### src/rtl/pib_pkg.sv
package pib_pkg;
  localparam logic [4:0] WIN_PAGE  = 5'h10;
  localparam logic [4:0] WIN_CMD   = 5'h11;
  localparam logic [4:0] WIN_DATA0 = 5'h18;

  localparam int OP_WR_BIT   = 0;
  localparam int OP_RD_BIT   = 1;
  localparam int PAGE_EN_BIT = 0;

  typedef enum logic {
    ST_IDLE = 1'b0,
    ST_BUSY = 1'b1
  } pib_state_e;
endpackage

### src/rtl/pib_page_reg.sv
module pib_page_reg #(
  parameter int PAGE_W = 8
) (
  input  logic              clk,
  input  logic              rst_n,
  input  logic              wr_en,
  input  logic [PAGE_W-1:0] wr_page,
  input  logic              wr_enable,
  output logic [PAGE_W-1:0] page_q,
  output logic              enable_q
);
  logic [PAGE_W-1:0] page_d;
  logic              enable_d;

  always_comb begin
    page_d   = page_q;
    enable_d = enable_q;
    if (wr_en) begin
      page_d   = wr_page;
      enable_d = wr_enable;
    end
  end

  always_ff @(posedge clk or negedge rst_n) begin
    if (!rst_n) begin
      page_q   <= '0;
      enable_q <= 1'b0;
    end else if (wr_en) begin
      page_q   <= page_d;
      enable_q <= enable_d;
    end
  end

  p_page_hold_r2: assert property (@(posedge clk) disable iff (!rst_n)
    !wr_en |=> $stable(page_q) && $stable(enable_q));
endmodule

### src/rtl/pib_data_bank.sv
module pib_data_bank #(
  parameter int WORD_W    = 16,
  parameter int NUM_WORDS = 4,
  localparam int IDX_W    = (NUM_WORDS > 1) ? $clog2(NUM_WORDS) : 1,
  localparam int FLAT_W   = WORD_W * NUM_WORDS
) (
  input  logic              clk,
  input  logic              rst_n,
  input  logic              wr_en,
  input  logic [IDX_W-1:0]  wr_idx,
  input  logic [WORD_W-1:0] wr_data,
  input  logic              lock,
  input  logic              cap_en,
  input  logic [FLAT_W-1:0] cap_data,
  output logic [FLAT_W-1:0] words_flat
);
  for (genvar k = 0; k < NUM_WORDS; k++) begin : g_word
    logic [WORD_W-1:0] word_q;
    logic [WORD_W-1:0] word_d;
    logic              word_en;

    always_comb begin
      word_en = 1'b0;
      word_d  = word_q;
      if (cap_en) begin
        word_en = 1'b1;
        word_d  = cap_data[k*WORD_W +: WORD_W];
      end else if (wr_en && !lock && (wr_idx == IDX_W'(k))) begin
        word_en = 1'b1;
        word_d  = wr_data;
      end
    end

    always_ff @(posedge clk or negedge rst_n) begin
      if (!rst_n) begin
        word_q <= '0;
      end else if (word_en) begin
        word_q <= word_d;
      end
    end

    assign words_flat[k*WORD_W +: WORD_W] = word_q;
  end

  p_locked_stable_r8: assert property (@(posedge clk) disable iff (!rst_n)
    (lock && !cap_en) |=> $stable(words_flat));
  p_capture_r6: assert property (@(posedge clk) disable iff (!rst_n)
    cap_en |=> (words_flat == $past(cap_data)));
endmodule

### src/rtl/pib_cmd_fsm.sv
module pib_cmd_fsm #(
  parameter int PAGE_W = 8,
  parameter int OFFS_W = 8
) (
  input  logic              clk,
  input  logic              rst_n,
  input  logic              cmd_wr,
  input  logic [OFFS_W-1:0] cmd_offset,
  input  logic              cmd_rd_bit,
  input  logic              cmd_wr_bit,
  input  logic              page_en,
  input  logic [PAGE_W-1:0] page_num,
  input  logic              ib_ack,
  output logic              busy,
  output logic              op_rd,
  output logic              op_wr,
  output logic [OFFS_W-1:0] offset_q,
  output logic              cap_en,
  output logic              ib_req,
  output logic              ib_we,
  output logic [PAGE_W-1:0] ib_page
);
  import pib_pkg::*;

  pib_state_e        state_q, state_d;
  logic [OFFS_W-1:0] offset_d;
  logic [PAGE_W-1:0] pg_q, pg_d;
  logic              rd_q, rd_d, wr_q, wr_d;
  logic              start;
  logic              reg_en;

  assign start = cmd_wr && (state_q == ST_IDLE) && page_en && (cmd_rd_bit || cmd_wr_bit);

  always_comb begin
    state_d  = state_q;
    offset_d = offset_q;
    pg_d     = pg_q;
    rd_d     = rd_q;
    wr_d     = wr_q;
    cap_en   = 1'b0;
    reg_en   = 1'b0;
    unique case (state_q)
      ST_IDLE: begin
        if (cmd_wr) begin
          reg_en   = 1'b1;
          offset_d = cmd_offset;
          rd_d     = 1'b0;
          wr_d     = 1'b0;
          if (start) begin
            state_d = ST_BUSY;
            pg_d    = page_num;
            rd_d    = cmd_rd_bit;
            wr_d    = !cmd_rd_bit;
          end
        end
      end
      ST_BUSY: begin
        if (ib_ack) begin
          reg_en  = 1'b1;
          state_d = ST_IDLE;
          cap_en  = rd_q;
          rd_d    = 1'b0;
          wr_d    = 1'b0;
        end
      end
      default: begin
        reg_en  = 1'b1;
        state_d = ST_IDLE;
      end
    endcase
  end

  always_ff @(posedge clk or negedge rst_n) begin
    if (!rst_n) begin
      state_q  <= ST_IDLE;
      offset_q <= '0;
      pg_q     <= '0;
      rd_q     <= 1'b0;
      wr_q     <= 1'b0;
    end else if (reg_en) begin
      state_q  <= state_d;
      offset_q <= offset_d;
      pg_q     <= pg_d;
      rd_q     <= rd_d;
      wr_q     <= wr_d;
    end
  end

  assign busy    = (state_q == ST_BUSY);
  assign ib_req  = busy;
  assign ib_we   = wr_q;
  assign ib_page = pg_q;
  assign op_rd   = rd_q;
  assign op_wr   = wr_q;

  p_start_r4: assert property (@(posedge clk) disable iff (!rst_n)
    start |=> ib_req);
  p_req_hold_r4: assert property (@(posedge clk) disable iff (!rst_n)
    (ib_req && !ib_ack) |=> ib_req && $stable(ib_page) && $stable(ib_we) && $stable(offset_q));
  p_req_drop_r5: assert property (@(posedge clk) disable iff (!rst_n)
    (ib_req && ib_ack) |=> !ib_req && !op_rd && !op_wr);
  p_ops_onehot_r7: assert property (@(posedge clk) disable iff (!rst_n)
    $onehot0({op_rd, op_wr}) && (ib_req == (op_rd || op_wr)));
  p_both_is_read_r7: assert property (@(posedge clk) disable iff (!rst_n)
    (start && cmd_rd_bit) |=> op_rd && !ib_we);
endmodule

### src/rtl/paged_reg_bridge.sv
module paged_reg_bridge #(
  parameter int ADDR_W    = 5,
  parameter int WORD_W    = 16,
  parameter int NUM_WORDS = 4,
  parameter int PAGE_W    = 8,
  parameter int OFFS_W    = 8,
  localparam int IDX_W    = (NUM_WORDS > 1) ? $clog2(NUM_WORDS) : 1,
  localparam int FLAT_W   = WORD_W * NUM_WORDS
) (
  input  logic              clk,
  input  logic              rst_n,
  input  logic              mgmt_wr,
  input  logic              mgmt_rd,
  input  logic [ADDR_W-1:0] mgmt_addr,
  input  logic [WORD_W-1:0] mgmt_wdata,
  output logic [WORD_W-1:0] mgmt_rdata,
  output logic              ib_req,
  output logic              ib_we,
  output logic [PAGE_W-1:0] ib_page,
  output logic [OFFS_W-1:0] ib_offset,
  output logic [FLAT_W-1:0] ib_wdata,
  input  logic              ib_ack,
  input  logic [FLAT_W-1:0] ib_rdata
);
  import pib_pkg::*;

  localparam int PAGE_PAD = WORD_W - PAGE_W - 1;
  localparam int CMD_PAD  = WORD_W - OFFS_W - 2;

  logic              sel_page, sel_cmd, sel_data;
  logic [ADDR_W-1:0] data_off;
  logic [IDX_W-1:0]  data_idx;
  logic [PAGE_W-1:0] page_q;
  logic              page_en;
  logic              busy, op_rd, op_wr, cap_en;
  logic [OFFS_W-1:0] offset_q;
  logic [FLAT_W-1:0] words_flat;
  logic [WORD_W-1:0] rd_mux;
  logic [WORD_W-1:0] rdata_q;

  assign data_off = mgmt_addr - ADDR_W'(WIN_DATA0);
  assign data_idx = data_off[IDX_W-1:0];
  assign sel_page = (mgmt_addr == ADDR_W'(WIN_PAGE));
  assign sel_cmd  = (mgmt_addr == ADDR_W'(WIN_CMD));
  assign sel_data = (mgmt_addr >= ADDR_W'(WIN_DATA0)) && (data_off < ADDR_W'(NUM_WORDS));

  pib_page_reg #(.PAGE_W(PAGE_W)) u_page (
    .clk       (clk),
    .rst_n     (rst_n),
    .wr_en     (mgmt_wr && sel_page),
    .wr_page   (mgmt_wdata[WORD_W-1 -: PAGE_W]),
    .wr_enable (mgmt_wdata[PAGE_EN_BIT]),
    .page_q    (page_q),
    .enable_q  (page_en)
  );

  pib_cmd_fsm #(.PAGE_W(PAGE_W), .OFFS_W(OFFS_W)) u_fsm (
    .clk        (clk),
    .rst_n      (rst_n),
    .cmd_wr     (mgmt_wr && sel_cmd),
    .cmd_offset (mgmt_wdata[WORD_W-1 -: OFFS_W]),
    .cmd_rd_bit (mgmt_wdata[OP_RD_BIT]),
    .cmd_wr_bit (mgmt_wdata[OP_WR_BIT]),
    .page_en    (page_en),
    .page_num   (page_q),
    .ib_ack     (ib_ack),
    .busy       (busy),
    .op_rd      (op_rd),
    .op_wr      (op_wr),
    .offset_q   (offset_q),
    .cap_en     (cap_en),
    .ib_req     (ib_req),
    .ib_we      (ib_we),
    .ib_page    (ib_page)
  );

  pib_data_bank #(.WORD_W(WORD_W), .NUM_WORDS(NUM_WORDS)) u_data (
    .clk        (clk),
    .rst_n      (rst_n),
    .wr_en      (mgmt_wr && sel_data),
    .wr_idx     (data_idx),
    .wr_data    (mgmt_wdata),
    .lock       (busy),
    .cap_en     (cap_en),
    .cap_data   (ib_rdata),
    .words_flat (words_flat)
  );

  assign ib_offset = offset_q;
  assign ib_wdata  = words_flat;

  always_comb begin
    rd_mux = '0;
    if (sel_page) begin
      rd_mux = {page_q, {PAGE_PAD{1'b0}}, page_en};
    end else if (sel_cmd) begin
      rd_mux = {offset_q, {CMD_PAD{1'b0}}, op_rd, op_wr};
    end else if (sel_data) begin
      rd_mux = words_flat[data_idx*WORD_W +: WORD_W];
    end
  end

  always_ff @(posedge clk or negedge rst_n) begin
    if (!rst_n) begin
      rdata_q <= '0;
    end else if (mgmt_rd) begin
      rdata_q <= rd_mux;
    end
  end

  assign mgmt_rdata = rdata_q;

  p_refuse_r9: assert property (@(posedge clk) disable iff (!rst_n)
    (mgmt_wr && sel_cmd && !page_en && !busy) |=> !ib_req && !op_rd && !op_wr);
  p_busy_cmd_ignored_r8: assert property (@(posedge clk) disable iff (!rst_n)
    (busy && !ib_ack) |=> $stable(ib_offset) && $stable(ib_wdata));
  p_rdata_hold_r11: assert property (@(posedge clk) disable iff (!rst_n)
    !mgmt_rd |=> $stable(mgmt_rdata));
  p_wdata_stable_r4: assert property (@(posedge clk) disable iff (!rst_n)
    (ib_req && !ib_ack) |=> $stable(ib_wdata));
endmodule

### config.mk
export PLATFORM = sky130hd
export DESIGN_NAME = paged_reg_bridge
export DESIGN_NICKNAME = d
export VERILOG_FILES = /design/src/rtl/pib_pkg.sv /design/src/rtl/pib_page_reg.sv /design/src/rtl/pib_data_bank.sv /design/src/rtl/pib_cmd_fsm.sv /design/src/rtl/paged_reg_bridge.sv
export SDC_FILE = /design/constraint.sdc
export NUM_CORES = 1
export LEC_CHECK = 0
export ABC_AREA = 1
export ABC_CLOCK_PERIOD_IN_PS = 1200
export BUFFER_PORTS_ARGS = -buffer_cell sky130_fd_sc_hd__buf_2
export CELL_PAD_IN_SITES_DETAIL_PLACEMENT = 1
export CELL_PAD_IN_SITES_GLOBAL_PLACEMENT = 1
export CORE_MARGIN = 5
export CORE_UTILIZATION = 32
export CTS_BUF_LIST = sky130_fd_sc_hd__clkbuf_8 sky130_fd_sc_hd__clkbuf_16
export CTS_CLUSTER_DIAMETER = 60
export DETAILED_ROUTE_END_ITERATION = 12
export PLACE_DENSITY = 0.77
export SETUP_SLACK_MARGIN = 0.4
export SLEW_MARGIN = 5
export SYNTH_ARGS = -nofsm -noshare
export SYNTH_HDL_FRONTEND = slang
export SYNTH_SLANG_ARGS = --single-unit
### constraint.sdc
create_clock -name clk -period 1.2 [get_ports clk]
set_input_delay 0.06 -clock clk [delete_from_list [all_inputs] [get_ports clk]]
set_output_delay 0.06 -clock clk [all_outputs]
set_load 0.01 [all_outputs]
==> metrics.md <==
| Metric | Value |
|---|---|
| Run status | finished with violations |
| Violated checks | setup timing |
| Commonest cells after routing, fill and taps aside | sky130_fd_sc_hd__nand2_1, sky130_fd_sc_hd__buf_2, sky130_fd_sc_hd__buf_4 |
| Type of the most critical hold path | primary input to flop |
| Initial cell density of the core | 32.4% |
| Power consumption | 11.8 mW |
| I/O pin total | about 190 |
| Number of standard-cell rows in the floorplan | just under 50 |
| Number of hold violations in the final report | 0 |
| Combinational Power Share | 32.1% |
| Worst clock skew | 0.00974 ns |
| Final layout net count | 1214 |
| Height of the chip | 145 um |
| Fraction of power spent switching nets | 33.0% |
| Congestion Overflow GR | 0 |
| Starting DRT DRC Count | 335 |
| Element type at the critical path start | flop |
| Port bufs | 187 |
| Number of enable flip-flop cells after synthesis | 0 |
| Register share of total power | between 40% and 50% |
| Nature of the critical path endpoint | flop |
| Number of register bits inferred by synthesis | 108 |
| Max-cap viol count | 0 |
| Unrepaired setup endpoints after global routing | true |
| Placed cell areas | 7510 um2 |
| Slowest-stage cell, CP | sky130_fd_sc_hd__dfrtp_2 |
| Final RePlAce weighted congestion | 0.874 |
| Overall global routing resource usage | between 20% and 30% |
| Worst voltage drop across the vdd grid | 0.777 mV |
| Area of the die | 21000 um2 |
| Final-layout fill cell count | 2233 |
| Cell depth of the worst min-delay path | 3 |
| Category of the most critical setup path | flop to flop |
| CTS Sinks | 108 |
| Post-synth cell types | 29 |
| Worst Slack Setup Final | -0.210 ns |
| Share of synthesized flip-flops with an asynchronous set or reset | 100% |
| Max-slew violation count | 0 |
| Clock Root Buffer | sky130_fd_sc_hd__clkbuf_16 |
| Clk slew on worst S/H paths | 0.08 ns |
| Hpwl dp | 17100 um |
| Placeable core region | around 18000 um2 |
| Total detailed-routing wirelength | 26100 um |
| Most common library cell in the layout ignoring fill and taps | sky130_fd_sc_hd__nand2_1 |
| Tmin final | 1.41 ns |
| Cell total after placement | 1238 |
| Pleak | 5.43 nW |
| Number of levels in the clock H-tree | 3 |
| Post-placement worst setup slack | -0.170 ns |
| Routed wirelength normalized by instance count | slightly below 20 um |
| CTS Buffer Depth | 2 |
| Internal | 7.91 mW |
| Number of iterations in the first detailed-routing pass | 4 |
| Pwr/cell area | 1220 nW/um2 |
| Worst endpoint required time | 1.50 ns |
| Area of the mapped netlist | 5820 um2 |
| Highest fanout seen on the critical path | 5 |
| Synthesized area per cell | between 7 and 8 um2 |
| Clock tree from TritonCTS | done |
| Wire length of the first global-routing pass | 37400 um |
| Number of global-route vias before repair | 6867 |
| Slowest cell delay on critical path | ~0.44 ns |
| Remaining antenna violation count after routing | 0 |
| Cells along the critical path | inv_2 > nand2_4 > inv_6 > nand3b_1 > nand2_4 > buf_12 > buf_12 > nand2_2 > nand2_2 |
| Sum of negative setup slack | -11.46 ns |
| Area delta synth->final | 66.2% |
| Arrival @ worst endpoint | 1.71 ns |
| Worst slew margin relative to its limit | 75.3% |
| Synthesized Nets | 899 |
| Depth of the worst register-to-register path | 9 |
| Final cycle utilization of the critical path | 117% |
| Most instantiated flip-flop cell in the synthesis netlist | sky130_fd_sc_hd__dfrtp_1 |
| Setup-violating endpoint count in the final report | 84 |
| Final non-filler cell total | 1358 |
| Sequential cell area fraction in the yosys report | between 40% and 50% |
| Fraction of final layout cells with drive strength greater than 1 | 49.1% |
| Achievable Freq | 709 MHz |
| Switching power summed over all nets | 3.91 mW |
| Inserted Clock Buffers | 9 |
| Horizontal die dimension | 145 um |
| Syn Inst Count | slightly above 800 |
| Pin count of the biggest net entering global routing | 45 |
| Vias post-DR | 6727 |
| Number of design rule violations left after detail routing | 0 |
| Clock latency reported for the late side of the worst-skew pair | 0.36 ns |
| Relative contribution of the clock network to total power | 27.8% |
| Pin slew with the least headroom to its limit | 0.371 ns |
| Yosys synthesis warning count | 0 |
| Area of all placed cells without fillers | about 9700 um2 |
| Via density per instance | 4.95 |
| Initial antenna violation count | 0 |
## cells in the mapped netlist, types with 9 or more instances
cell type / instances / share of area, %
sky130_fd_sc_hd__o21ai_0: 76 / 6.5
sky130_fd_sc_hd__o21ai_1: 17 / 1.5
sky130_fd_sc_hd__dfrtp_1: 108 / 46
sky130_fd_sc_hd__o21ai_2: 9 / 1.4
sky130_fd_sc_hd__nand3_1: 60 / 5.2
sky130_fd_sc_hd__clkbuf_1: 17 / 1.1
sky130_fd_sc_hd__nand4_1: 9 / 0.97
sky130_fd_sc_hd__a21oi_1: 9 / 0.77
sky130_fd_sc_hd__inv_1: 90 / 5.8
sky130_fd_sc_hd__nand2_1: 353 / 23
sky130_fd_sc_hd__o211ai_1: 9 / 1.2
sky130_fd_sc_hd__buf_2: 13 / 1.1
## power groups by stage
stage / combinational [mW] / sequential (mW) / clock [mW]
floorplan: 0.987 / 4.85 / 0
global placement: 2.34 / 4.72 / 0
detailed placement: 2.42 / 4.73 / 0
CTS: 3.03 / 4.70 / 3.31
global route: 4.09 / 4.80 / 3.48
finish: 3.80 / 4.73 / 3.29
## cell families after synthesis
kind of cell,Yosys count,share of synthesized area [%]
AO/OA/AOI/OAI,120,11.3
buffers and inverters,138,9.80
flip-flops,108,46.4
AND/OR/NAND/NOR,443,32.5
## sequential cells by signal, summed over array words and instances, names as in the netlist
register and count:
u_fsm.ib_we 1, u_fsm.ib_page 8, u_page.enable_q 1, mgmt_rdata 16, u_fsm.busy 1, u_fsm.offset_q 8
u_fsm.op_rd 1, u_data.g_word.word_q 64, u_page.page_q 8
## path summary, 6_finish.rpt
check | startpoint | to | slack [ns]
max | u_fsm.busy | u_data.g_word[1].word_q[1] | -0.21
min | mgmt_wdata[9] | u_page.page_q[1] | 0.02
max reg2reg | u_fsm.busy | u_data.g_word[1].word_q[1] | -0.21
min reg2reg | mgmt_rdata[4] | mgmt_rdata[4] | 0.48
max in group asynchronous | rst_n | u_fsm.offset_q[2] | 0.52
min in group asynchronous | rst_n | u_data.g_word[0].word_q[4] | 0.13
## metrics by stage
stage	utilization, %	hold slack (ns)
3_3_place_gp	41.8	-0.0110
6_report	53.8	0.0222
3_5_place_dp	41.8	-0.000603
5_1_grt	53.8	0.0142
4_1_cts	49.0	0.00273
2_1_floorplan	-	-0.236
## worst max-delay path: cells and delay by family, from the launching register on
family	cells	cell delay (ns)
buffers and inverters	4	0.40
flip-flops	1	0.44
AND/OR/NAND/NOR	5	0.50
## repair_timing
action,4_1_cts,5_1_grt
setup endpoints to repair,197,288
endpoints found under the hold margin,119,0
resized for setup,108,146
pin swaps,56,45
setup buffers,47,43
hold buffers,10,0
gates cloned,2,2
## layer usage
layer  vias up  share of wire [%]  GRT usage (%)  wire length, um
met3        37                4.8           3.06             1250
met2       179                 50           38.7            13000
met4         0                2.2           7.12              565
li1       3169                  -              -                -
met5         -                  0              0                0
met1      3342                 43           31.0            11300
## area by class of cell
type | count | area [um2] | share of cell area (%)
clock buffer | 9 | 225 | 2.33
tap | 229 | 287 | 2.96
inverter | 98 | 378 | 3.91
multi-input combinational | 563 | 3250 | 33.6
sequential | 108 | 2710 | 28.0
clock inverter | 6 | 90.1 | 0.931
timing repair buffer | 344 | 2740 | 28.3
antenna | 1 | 2.50 | 0.0259
(Power assumes the default switching activity.)
